### config.mk
export PLATFORM = sky130hd
export DESIGN_NAME = rx_slot_assembler
export DESIGN_NICKNAME = d
export VERILOG_FILES = /design/src/rtl/rxa_pkg.sv /design/src/rtl/rxa_crc32.sv /design/src/rtl/rxa_slot_bank.sv /design/src/rtl/rxa_seq.sv /design/src/rtl/rx_slot_assembler.sv
export SDC_FILE = /design/constraint.sdc
export NUM_CORES = 1
export LEC_CHECK = 0
export BUFFER_PORTS_ARGS = -buffer_cell sky130_fd_sc_hd__buf_4
export CORE_MARGIN = 5
export CORE_UTILIZATION = 55
export CTS_BUF_LIST = sky130_fd_sc_hd__clkbuf_8
export CTS_CLUSTER_SIZE = 24
export DETAILED_ROUTE_END_ITERATION = 12
export GPL_TIMING_DRIVEN = 0
export PLACE_DENSITY = 0.89
export SLEW_MARGIN = 20
export SYNTH_ARGS = -nofsm -noshare
export SYNTH_HDL_FRONTEND = slang
export SYNTH_HIERARCHICAL = 1
export SYNTH_SLANG_ARGS = --single-unit
### constraint.sdc
create_clock -name clk -period 2.76 [get_ports clk]
set_input_delay 0.552 -clock clk [delete_from_list [all_inputs] [get_ports clk]]
set_output_delay 0.552 -clock clk [all_outputs]
set_load 0.1 [all_outputs]
### src/rtl/rxa_pkg.sv
`timescale 1ns/1ps
package rxa_pkg;
   localparam int PRE_LEN = 8;
   localparam int FCS_LEN = 4;
   localparam int SUB_W   = $clog2(PRE_LEN);

   localparam logic [7:0] PRE_FILL = 8'h55;
   localparam logic [7:0] PRE_SFD  = 8'hD5;

   localparam logic [1:0] SLOT_EMPTY   = 2'd0;
   localparam logic [1:0] SLOT_ARMED   = 2'd1;
   localparam logic [1:0] SLOT_PENDING = 2'd2;

   localparam logic [31:0] CRC_REFL_POLY = 32'hEDB88320;
   localparam logic [31:0] CRC_SEED      = 32'hFFFFFFFF;

   typedef enum logic [2:0] {
      SQ_IDLE,
      SQ_BODY,
      SQ_SKIP,
      SQ_PAD,
      SQ_FCS,
      SQ_PRE
   } seq_t;

   function automatic logic [31:0] crc32_step(input logic [31:0] c, input logic [7:0] d);
      logic [31:0] r;
      r = c;
      for (int b = 0; b < 8; b++) begin
         if (r[0] ^ d[b]) r = (r >> 1) ^ CRC_REFL_POLY;
         else             r = r >> 1;
      end
      return r;
   endfunction
endpackage

### src/rtl/rxa_crc32.sv
`timescale 1ns/1ps
module rxa_crc32
   import rxa_pkg::*;
(
   input  logic        clk,
   input  logic        rst_n,
   input  logic        en,
   input  logic        restart,
   input  logic [7:0]  data,
   output logic [31:0] fcs
);
   logic [31:0] crc_q;

   always_ff @(posedge clk or negedge rst_n) begin
      if (!rst_n)  crc_q <= CRC_SEED;
      else if (en) crc_q <= crc32_step(restart ? CRC_SEED : crc_q, data);
   end

   assign fcs = ~crc_q;
endmodule

### src/rtl/rxa_slot_bank.sv
`timescale 1ns/1ps
module rxa_slot_bank
   import rxa_pkg::*;
#(
   parameter int NUM_SLOTS = 2,
   parameter int CW        = 12,
   parameter int SW        = 1
) (
   input  logic                    clk,
   input  logic                    rst_n,
   input  logic                    sw_we,
   input  logic [SW-1:0]           sw_slot,
   input  logic [1:0]              sw_state,
   input  logic                    commit,
   input  logic [SW-1:0]           commit_slot,
   input  logic [CW-1:0]           commit_count,
   output logic [2*NUM_SLOTS-1:0]  slot_state,
   output logic [CW*NUM_SLOTS-1:0] slot_count,
   output logic                    any_armed,
   output logic [SW-1:0]           first_armed,
   output logic                    irq
);
   logic [NUM_SLOTS-1:0] armed;
   logic [NUM_SLOTS-1:0] pend;

   for (genvar i = 0; i < NUM_SLOTS; i++) begin : g_slot
      logic [1:0]    st_q;
      logic [CW-1:0] cnt_q;

      // hardware completion wins over a same-cycle software write
      always_ff @(posedge clk or negedge rst_n) begin
         if (!rst_n) begin
            st_q  <= SLOT_EMPTY;
            cnt_q <= '0;
         end else if (commit && commit_slot == SW'(i)) begin
            st_q  <= SLOT_PENDING;
            cnt_q <= commit_count;
         end else if (sw_we && sw_slot == SW'(i)) begin
            st_q  <= sw_state;
         end
      end

      assign slot_state[2*i +: 2]   = st_q;
      assign slot_count[CW*i +: CW] = cnt_q;
      assign armed[i] = (st_q == SLOT_ARMED);
      assign pend[i]  = (st_q == SLOT_PENDING);
   end

   always_comb begin
      first_armed = '0;
      for (int i = NUM_SLOTS - 1; i >= 0; i--) begin
         if (armed[i]) first_armed = SW'(i);
      end
   end

   assign any_armed = |armed;
   assign irq       = |pend;
endmodule

### src/rtl/rxa_seq.sv
`timescale 1ns/1ps
module rxa_seq
   import rxa_pkg::*;
#(
   parameter int SLOT_BYTES  = 2048,
   parameter int MIN_PAYLOAD = 60,
   parameter int SW          = 1,
   parameter int AW          = 11,
   parameter int CW          = 12
) (
   input  logic          clk,
   input  logic          rst_n,
   input  logic          in_valid,
   input  logic          in_first,
   input  logic          in_last,
   input  logic [7:0]    in_data,
   input  logic          any_armed,
   input  logic [SW-1:0] first_armed,
   input  logic [31:0]   fcs,
   output logic          in_ready,
   output logic          buf_we,
   output logic [SW-1:0] buf_slot,
   output logic [AW-1:0] buf_addr,
   output logic [7:0]    buf_wdata,
   output logic          crc_en,
   output logic          crc_restart,
   output logic [7:0]    crc_data,
   output logic          commit,
   output logic [SW-1:0] commit_slot,
   output logic [CW-1:0] commit_count
);
   localparam int            MAX_PAY   = SLOT_BYTES - PRE_LEN - FCS_LEN;
   localparam logic [CW-1:0] MAX_PAY_C = CW'(MAX_PAY);
   localparam logic [CW-1:0] MIN_C     = CW'(MIN_PAYLOAD);
   localparam logic [CW-1:0] ONE_C     = CW'(1);
   localparam logic [CW-1:0] TAIL_C    = CW'(PRE_LEN + FCS_LEN);
   localparam logic [AW-1:0] PRE_A     = AW'(PRE_LEN);

   seq_t             st, st_d;
   logic [CW-1:0]    cnt, cnt_d, cnt_inc;
   logic [SUB_W-1:0] sub, sub_d;
   logic [SW-1:0]    slot_q, slot_d;

   always_ff @(posedge clk or negedge rst_n) begin
      if (!rst_n) begin
         st     <= SQ_IDLE;
         cnt    <= '0;
         sub    <= '0;
         slot_q <= '0;
      end else begin
         st     <= st_d;
         cnt    <= cnt_d;
         sub    <= sub_d;
         slot_q <= slot_d;
      end
   end

   assign cnt_inc = cnt + ONE_C;

   always_comb begin
      st_d        = st;
      cnt_d       = cnt;
      sub_d       = sub;
      slot_d      = slot_q;
      buf_we      = 1'b0;
      buf_addr    = '0;
      buf_wdata   = '0;
      crc_en      = 1'b0;
      crc_restart = 1'b0;
      crc_data    = in_data;
      commit      = 1'b0;
      case (st)
         SQ_IDLE: begin
            if (in_valid && in_first) begin
               if (any_armed) begin
                  buf_we      = 1'b1;
                  buf_addr    = PRE_A;
                  buf_wdata   = in_data;
                  crc_en      = 1'b1;
                  crc_restart = 1'b1;
                  slot_d      = first_armed;
                  cnt_d       = ONE_C;
                  sub_d       = '0;
                  if (in_last) st_d = (ONE_C < MIN_C) ? SQ_PAD : SQ_FCS;
                  else         st_d = SQ_BODY;
               end else if (!in_last) begin
                  st_d = SQ_SKIP;
               end
            end
         end
         SQ_BODY: begin
            if (in_valid) begin
               if (cnt == MAX_PAY_C) begin
                  st_d = in_last ? SQ_IDLE : SQ_SKIP;
               end else begin
                  buf_we    = 1'b1;
                  buf_addr  = PRE_A + cnt[AW-1:0];
                  buf_wdata = in_data;
                  crc_en    = 1'b1;
                  cnt_d     = cnt_inc;
                  if (in_last) st_d = (cnt_inc < MIN_C) ? SQ_PAD : SQ_FCS;
               end
            end
         end
         SQ_SKIP: begin
            if (in_valid && in_last) st_d = SQ_IDLE;
         end
         SQ_PAD: begin
            buf_we   = 1'b1;
            buf_addr = PRE_A + cnt[AW-1:0];
            crc_en   = 1'b1;
            crc_data = 8'h00;
            cnt_d    = cnt_inc;
            if (cnt_inc >= MIN_C) st_d = SQ_FCS;
         end
         SQ_FCS: begin
            buf_we    = 1'b1;
            buf_addr  = PRE_A + cnt[AW-1:0] + AW'(sub);
            buf_wdata = fcs[{sub[1:0], 3'b000} +: 8];
            sub_d     = sub + 1'b1;
            if (sub == SUB_W'(FCS_LEN - 1)) begin
               sub_d = '0;
               st_d  = SQ_PRE;
            end
         end
         SQ_PRE: begin
            buf_we    = 1'b1;
            buf_addr  = AW'(sub);
            buf_wdata = (sub == SUB_W'(PRE_LEN - 1)) ? PRE_SFD : PRE_FILL;
            sub_d     = sub + 1'b1;
            if (sub == SUB_W'(PRE_LEN - 1)) begin
               commit = 1'b1;
               st_d   = SQ_IDLE;
            end
         end
         default: st_d = SQ_IDLE;
      endcase
   end

   assign buf_slot     = (st == SQ_IDLE) ? first_armed : slot_q;
   assign commit_slot  = slot_q;
   assign commit_count = cnt + TAIL_C;
   assign in_ready     = any_armed && (st == SQ_IDLE || st == SQ_BODY || st == SQ_SKIP);
endmodule

### src/rtl/rx_slot_assembler.sv
`timescale 1ns/1ps
module rx_slot_assembler
   import rxa_pkg::*;
#(
   parameter int SLOT_BYTES  = 2048,
   parameter int MIN_PAYLOAD = 60,
   parameter int NUM_SLOTS   = 2
) (
   input  logic                                       clk,
   input  logic                                       rst_n,
   input  logic                                       in_valid,
   input  logic                                       in_first,
   input  logic                                       in_last,
   input  logic [7:0]                                 in_data,
   output logic                                       in_ready,
   input  logic                                       sw_we,
   input  logic [$clog2(NUM_SLOTS)-1:0]               sw_slot,
   input  logic [1:0]                                 sw_state,
   output logic                                       buf_we,
   output logic [$clog2(NUM_SLOTS)-1:0]               buf_slot,
   output logic [$clog2(SLOT_BYTES)-1:0]              buf_addr,
   output logic [7:0]                                 buf_wdata,
   output logic [2*NUM_SLOTS-1:0]                     slot_state,
   output logic [$clog2(SLOT_BYTES+1)*NUM_SLOTS-1:0]  slot_count,
   output logic                                       rx_irq
);
   localparam int SW = $clog2(NUM_SLOTS);
   localparam int AW = $clog2(SLOT_BYTES);
   localparam int CW = $clog2(SLOT_BYTES + 1);

   if (NUM_SLOTS < 2) begin : g_bad_slots
      $error("rx_slot_assembler: NUM_SLOTS must be at least 2");
   end
   if (SLOT_BYTES < PRE_LEN + MIN_PAYLOAD + FCS_LEN) begin : g_bad_size
      $error("rx_slot_assembler: SLOT_BYTES too small for a minimum frame");
   end
   if (MIN_PAYLOAD < 1) begin : g_bad_min
      $error("rx_slot_assembler: MIN_PAYLOAD must be positive");
   end

   logic          any_armed;
   logic [SW-1:0] first_armed;
   logic [31:0]   fcs;
   logic          crc_en, crc_restart;
   logic [7:0]    crc_data;
   logic          commit;
   logic [SW-1:0] commit_slot;
   logic [CW-1:0] commit_count;

   rxa_slot_bank #(.NUM_SLOTS(NUM_SLOTS), .CW(CW), .SW(SW)) u_bank (
      .clk          (clk),
      .rst_n        (rst_n),
      .sw_we        (sw_we),
      .sw_slot      (sw_slot),
      .sw_state     (sw_state),
      .commit       (commit),
      .commit_slot  (commit_slot),
      .commit_count (commit_count),
      .slot_state   (slot_state),
      .slot_count   (slot_count),
      .any_armed    (any_armed),
      .first_armed  (first_armed),
      .irq          (rx_irq)
   );

   rxa_seq #(.SLOT_BYTES(SLOT_BYTES), .MIN_PAYLOAD(MIN_PAYLOAD),
             .SW(SW), .AW(AW), .CW(CW)) u_seq (
      .clk          (clk),
      .rst_n        (rst_n),
      .in_valid     (in_valid),
      .in_first     (in_first),
      .in_last      (in_last),
      .in_data      (in_data),
      .any_armed    (any_armed),
      .first_armed  (first_armed),
      .fcs          (fcs),
      .in_ready     (in_ready),
      .buf_we       (buf_we),
      .buf_slot     (buf_slot),
      .buf_addr     (buf_addr),
      .buf_wdata    (buf_wdata),
      .crc_en       (crc_en),
      .crc_restart  (crc_restart),
      .crc_data     (crc_data),
      .commit       (commit),
      .commit_slot  (commit_slot),
      .commit_count (commit_count)
   );

   rxa_crc32 u_crc (
      .clk     (clk),
      .rst_n   (rst_n),
      .en      (crc_en),
      .restart (crc_restart),
      .data    (crc_data),
      .fcs     (fcs)
   );
endmodule

==> flow_metrics.tcl, run 1 <==
set metrics [dict create \
    vias 5397 \
    gr-max-usage-layer "met2" \
    grt_pass1_vias 5277 \
    gp_congestion 0.9608 \
    synthCells 629 \
    relSlewSlack_pct 49.79 \
    wl_per_cell_um 20.73 \
    worstPathMaxFanout 8 \
    initial_core_util_pct 55.70 \
    run_status "finished with violations" \
    die_h_um 114.6 \
    cts_max_level 3 \
    fin_ws_ns -0.4646 \
    io_buffer_count 67 \
    yosysSeqAreaShare_pct 33.55 \
    via_per_inst 5.990 \
    ys_async_sr_fraction_pct 100.0 \
    finClkSkew_ns 0.02314 \
    cts_made_buffers 9 \
    synthTopCellsByArea "dfrtp_1 20%, dfstp_2 14%, xnor2_1 10%" \
    nets 788 \
    critPathLaunchType "register" \
    coreArea_um2 10790 \
    clk-insertion-delay-late_ns 0.38 \
    crit_type "reg2out" \
    fp-row-count 38 \
    grt_max_degree 80 \
    firstDrtPassIters 5 \
    worstPathRequired_ns 2.21 \
    layoutNonFillerInstCount 901 \
    maxSlewViolCount 0 \
    worstPathArrival_ns 2.67 \
    syn_nets 661 \
    min_period_ns 3.225 \
    dp.cells 836 \
    synth_area_um2 6012 \
    use_met3_pct 3.858 \
    die_x_um 114.6 \
    worst_setup_path_endpoint "buf_wdata[6]" \
    yosys.cell_count.top_type "xnor2_1" \
    drc_errors 0 \
    diodes 0 \
    synth_edf_count 0 \
    violations "setup timing" \
    rr_worst_depth 8 \
    max_freq_ghz 0.3101 \
    grt-ovfl-total 0 \
    cts.sinks 79 \
    synth_cell_types 73 \
    fin_tns_setup_ns -7.291 \
    antenna_found_initial 0 \
    synth_top_area_share_pct 19.56 \
    clock_path_buffers 2 \
    drive_above_1_share_pct 43.76 \
    grt_pass1_wl_mm 28.23 \
    end_kind "output pin" \
    ant_nets 0 \
    area_growth_pct 36.98 \
    drt_wl_total_mm 18.68 \
    setup_viol 20 \
    clk_pin_slew_worst_paths_ns 0.11 \
    synth.cells.most_frequent "71 x xnor2_1, 69 x nor2_1, 55 x inv_1, 47 x dfrtp_1, 32 x dfstp_2" \
    syn_avg_cell_area_um2 9.558 \
    cap_violations 0 \
    ctsHoldBuffers 0 \
    fin_hold_ws_ns 0.2170 \
    final_hold_viol_count 0 \
    rsz0062_at_grt "yes" \
    finalCritPeriodShare_pct 116.8 \
    reg2reg_to "u_crc/crc_q[20]" \
    synthFlopType "dfrtp_1" \
    io_pins 68 \
    hold_class "in2async" \
    hpwlAfterDp_mm 11.96 \
    met1_usage_pct 39.17 \
    worst_pin_slew_ns 0.7531 \
    grt_use_total_pct 27.75 \
    synth-seq-cells 79 \
    crit_path_start "u_seq/cnt[3]" \
    gr-usage-met2_pct 43.54 \
    drt_iter0_drc 690 \
    rr_startpoint "u_seq/st[2]" \
    r2r_slack_ns 0 \
    cts-root-buf "clkbuf_8" \
    synth_warnings 6 \
    yosysTopAreaCell "dfrtp_1" \
    cts_tree "done" \
    dieArea_um2 13120 \
]
placed cells by master, fill, tap and decap left out, types with 7 or more instances in the layout:
cell / Yosys / layout
xnor2_2: 4 / 10
buf_12: 0 / 21
nor3_1: 8 / 7
mux2_4: 9 / 9
and2_1: 12 / 10
xnor2_4: 3 / 9
xor2_1: 23 / 19
nor2_1: 69 / 69
ha_1: 14 / 8
dfrtp_1: 47 / 38
clkbuf_8: 0 / 9
clkbuf_1: 16 / 7
xnor2_1: 71 / 59
buf_6: 3 / 7
a21oi_4: 0 / 7
a21oi_1: 30 / 20
nand2_1: 28 / 23
o21ai_0: 30 / 25
mux2_2: 18 / 18
dfstp_2: 32 / 32
inv_1: 55 / 48
nand3_1: 11 / 11
buf_4: 11 / 105
mux4_2: 8 / 8
mux2i_1: 15 / 15
cells by family (layout without fill, tap and decap cells):
logic type,after synthesis,in the layout,share of synthesized area (%)
AO/OA/AOI/OAI,107,107,11.61
XOR/XNOR,106,106,17.92
adder cells (fa/ha/maj),15,15,3.247
buffers and inverters,96,228,7.263
flip-flops,79,79,33.55
multiplexers,50,50,11.11
AND/OR/NAND/NOR,176,176,15.30
flip-flops by register name, indices dropped and copies added, names as in the netlist:
signal               cells
u_seq/commit_slot        1
u_bank/g_slot.st_q       4
u_seq/sub                3
u_bank/g_slot.cnt_q     24
u_seq/cnt               12
u_crc/crc_q             32
u_seq/st                 3
worst max-delay path: stages (launching register included):
cell and delay [ns]:
dfrtp_2 0.45, buf_8 0.14, inv_8 0.04, ha_4 0.14, nand4b_1 0.20, o31ai_4 0.10, buf_4 0.15, o31ai_4 0.49
nand2_1 0.19, a21oi_4 0.17, buf_8 0.21
worst min path at each step:
stage	slack, ns	end	start
final	0.22	u_bank/g_slot[1].st_q[1]	rst_n
after global routing	0.27	u_bank/g_slot[1].st_q[1]	rst_n
after CTS	0.37	u_seq/sub[2]	rst_n
after detailed placement	0.48	u_crc/crc_q[17]	u_crc/crc_q[17]
after global placement	0.47	u_crc/crc_q[17]	u_crc/crc_q[17]
after floorplan	0.26	u_bank/g_slot[0].cnt_q[0]	rst_n
through the flow:
stage	worst slack [ns]	utilization, %	area [µm²]
floorplan	-0.1973	-	6295
global placement	-0.5368	64.61	6973
detailed placement	-0.5810	64.61	6973
CTS	-0.4048	72.57	7833
global route	-0.5609	76.30	8235
finish	-0.4646	76.30	8235
layout make-up:
type / count / area [µm²]
clock buffers: 9 / 123.9
plain buffers: 37 / 264.0
flip-flops and latches: 79 / 2036
multi-input cells: 454 / 4153
clock inverters: 7 / 77.57
fillers: 621 / 2557
well taps: 140 / 175.2
inverters: 55 / 216.5
repair buffers: 120 / 1190
repair_timing:
item,in CTS,in global routing
pin swaps,25,22
buffers inserted,27,26
endpoints found under the setup margin,52,51
resized for setup,103,39
metal layers:
metal  wire length (µm)  up-vias  share of wire (%)
met3               1979       67                 11
met5                  0        -                  0
met4                619        0                3.3
met2               8713      314                 47
met1               7365     2643                 39
li1                   -     2373                  -
Power of run 1 is not shown: default switching activity piles up to over one toggle a cycle in this logic, so the estimate is an artifact.
==> run 2: changes to the inputs <==
--- a/config.mk
+++ b/config.mk
@@ -5,14 +5,15 @@
 export SDC_FILE = /design/constraint.sdc
 export NUM_CORES = 1
 export LEC_CHECK = 0
+export ABC_AREA = 1
 export BUFFER_PORTS_ARGS = -buffer_cell sky130_fd_sc_hd__buf_4
 export CORE_MARGIN = 5
-export CORE_UTILIZATION = 55
+export CORE_UTILIZATION = 56
 export CTS_BUF_LIST = sky130_fd_sc_hd__clkbuf_8
 export CTS_CLUSTER_SIZE = 24
 export DETAILED_ROUTE_END_ITERATION = 12
 export GPL_TIMING_DRIVEN = 0
-export PLACE_DENSITY = 0.89
+export PLACE_DENSITY_LB_ADDON = 0.1
 export SLEW_MARGIN = 20
 export SYNTH_ARGS = -nofsm -noshare
 export SYNTH_HDL_FRONTEND = slang
==> run 2 against run 1 <==
Effect of this change:
- the run still ends with setup timing left
- sequential share of layout area rose by 1.2 points
- wire length rose by 1.1%
- via count rose by 18%
- largest cell class unchanged
- global-route usage fell by 0.24 points
- critical path depth rose by 1
- clock skew fell by 0.0068 ns
- worst setup slack improved by 0.31 ns
- non-clock buffer count fell by 36
- maximum frequency rose by 11%
==> flow_metrics.tcl, run 2 <==
set metrics [dict create \
    drive_above_1_share_pct 32.00 \
    grt_max_degree 80 \
    synth_warnings 6 \
    dpl_cell_area_um2 6998 \
    cts-root-buf "clkbuf_8" \
    end_kind "output pin" \
    combPwrFrac_pct 70.2 \
    grt_pass1_vias 5939 \
    run_status "finished with violations" \
    pwr-share-clk_pct 8.4 \
    fp-row-count 38 \
    drc_errors 0 \
    violations "setup timing" \
    cts.sinks 79 \
    yosysSeqAreaShare_pct 32.34 \
    relSlewSlack_pct 50.41 \
    p_switching_mw 5.349 \
    critPathLaunchType "register" \
    synth_edf_count 0 \
    fin_ws_ns -0.1577 \
    synth_cell_types 48 \
    internal_power_mw 4.274 \
    rsz0062_at_grt "yes" \
    diodes 0 \
    max_freq_ghz 0.3427 \
    io_buffer_count 67 \
    vias 6394 \
    clk-insertion-delay-late_ns 0.38 \
    worstPathArrival_ns 2.37 \
    fillers 885 \
    vdd_drop_max_mv 0.8795 \
    nets 1030 \
    cts_tree "done" \
    firstDrtPassIters 6 \
    cts_max_level 3 \
    finalCritPeriodShare_pct 105.7 \
    cts_made_buffers 9 \
    fin_hold_ws_ns 0.1849 \
    layout_commonest_cell "nand2_1" \
    drt_wl_total_mm 18.88 \
    worstPathRequired_ns 2.21 \
    syn_nets 926 \
    antenna_found_initial 0 \
    coreArea_um2 10890 \
    ctsHoldBuffers 0 \
    finClkSkew_ns 0.01633 \
    place_ws_ns -0.7091 \
    crit_type "reg2out" \
    min_period_ns 2.918 \
    fin_tns_setup_ns -0.3632 \
    initial_core_util_pct 57.27 \
    sw_frac_of_total_pct 55.58 \
    hpwlAfterDp_mm 12.67 \
    synth.cells.most_frequent "274 x nand2_1, 124 x inv_1, 74 x nand3_1, 65 x nor2_1, 47 x dfrtp_1" \
    synthTopCellsByArea "dfrtp_1 19%, nand2_1 16%, dfstp_2 13%" \
    power_frac_seq_pct 21.4 \
    die_h_um 115.5 \
    dieArea_um2 13350 \
    drt_iter0_drc 573 \
    largest_reg_flops 32 \
    io_pins 68 \
    clock_path_buffers 2 \
    synth_top_area_share_pct 18.86 \
    fin_util_pct 72.49 \
    yosys.cell_count.top_type "nand2_1" \
    cap_violations 0 \
    finalPower_mw 9.623 \
    fin_area_um2 7893 \
    grt_pass1_wl_mm 28.78 \
    grt-ovfl-total 0 \
    die_x_um 115.5 \
    yosysTopAreaCell "dfrtp_1" \
    area_growth_pct 26.57 \
    via_per_inst 5.594 \
    synthFlopType "dfrtp_1" \
    leakage_nw 3.978 \
    setup_viol 4 \
    layoutNonFillerInstCount 1143 \
    synth-seq-cells 79 \
    wl_per_cell_um 16.52 \
    worst_pin_slew_ns 0.7439 \
    synthCells 894 \
    dp.cells 1101 \
    worstPathMaxFanout 4 \
    gp_congestion 0.9241 \
    syn_avg_cell_area_um2 6.975 \
    clk_pin_slew_worst_paths_ns 0.09 \
    powerDensity_nw_per_um2 1219 \
    hold_class "in2async" \
    grt_use_total_pct 27.51 \
    top_regs "u_crc/crc_q (32), u_bank/g_slot.cnt_q (24), u_seq/cnt (12)" \
    ys_async_sr_fraction_pct 100.0 \
    ant_nets 0 \
    maxSlewViolCount 0 \
    final_hold_viol_count 0 \
    top_register "u_crc/crc_q" \
    synth_area_um2 6236 \
    layout_common_cells "261 x nand2_1, 111 x inv_1, 80 x buf_4" \
]
## run 2: changes by cell type in the layout (fill, tap and decap cells not counted), sizes merged, moves of 31 or more
cell   before  now
o21ai      33   79
nand2      30  302
buf       144  113
inv        59  132
nand3      12   79
xnor2      78   11
## run 2: timing repair
item | 4_1_cts | 5_1_grt
setup buffers | 17 | 10
resized for setup | 79 | 63
endpoints found under the setup margin | 52 | 50
pin swaps | 8 | 19
gates cloned | 0 | 0
endpoints found under the hold margin | 0 | 0
## run 2: worst paths after layout
kind	start	to	slack, ns	depth (start not counted)
max in group asynchronous	rst_n	u_bank/g_slot[0].st_q[1]	1.97	1
setup reg to reg	u_seq/st[1]	u_crc/crc_q[7]	0.17	14
hold reg to reg	u_crc/crc_q[24]	u_crc/crc_q[24]	0.47	2
min in group clk	sw_state[0]	u_bank/g_slot[0].st_q[0]	0.41	3
hold / removal	rst_n	u_seq/st[2]	0.18	1
setup / recovery	u_seq/sub[0]	buf_addr[10]	-0.16	11
## run 2: worst max-delay path, cell delays in order (launching register included)
cell and delay, ns:
dfrtp_1 0.40, ha_4 0.15, fa_2 0.21, nand2_2 0.08, a21oi_4 0.17, nand2_2 0.10, nor3_4 0.22, nand2_1 0.11
o21bai_1 0.13, nand3_1 0.14, nand2_4 0.09, buf_12 0.17
## run 2: per-layer routing
layer | global-route usage, % | routed length (µm) | vias to the layer above
met5 | 0 | 0 | -
met1 | 34.13 | 7185 | 2983
met2 | 47.61 | 9545 | 320
met3 | 3.133 | 1284 | 79
li1 | - | - | 3012
met4 | 13.46 | 861 | 0
## run 2: power by group through the flow
stage          registers [mW]  logic [mW]  clock network (mW)
2_1_floorplan            2.03        4.64                   0
3_3_place_gp             2.03        5.84                   0
3_5_place_dp             2.03        5.91                   0
4_1_cts                  2.01        6.29               0.830
5_1_grt                  2.09        7.32               0.882
6_report                 2.06        6.75               0.812
## run 2: logic make-up (layout without fill, tap and decap cells)
logic type	count (synthesis)	count (layout)	synth area share [%]
flops	79	79	32.34
buf+inv	161	270	10.99
xor+xnor	58	58	8.688
simple gates	466	466	33.29
compound gates	115	115	11.56
fa+ha+maj	15	15	3.130
## run 2: area by class of cell
cell class                      instances  area, µm²  area share, %
Multi-Input combinational cell        654       3906          49.49
Clock buffer                            9      123.9          1.569
Timing Repair Buffer                   94      829.5          10.51
Clock inverter                          7      51.30         0.6500
Inverter                              133      536.8          6.801
Buffer                                 27      224.0          2.838
Sequential cell                        79       2046          25.92
Tap cell                              140      175.2          2.219
Power figures use the tool's default switching activity.
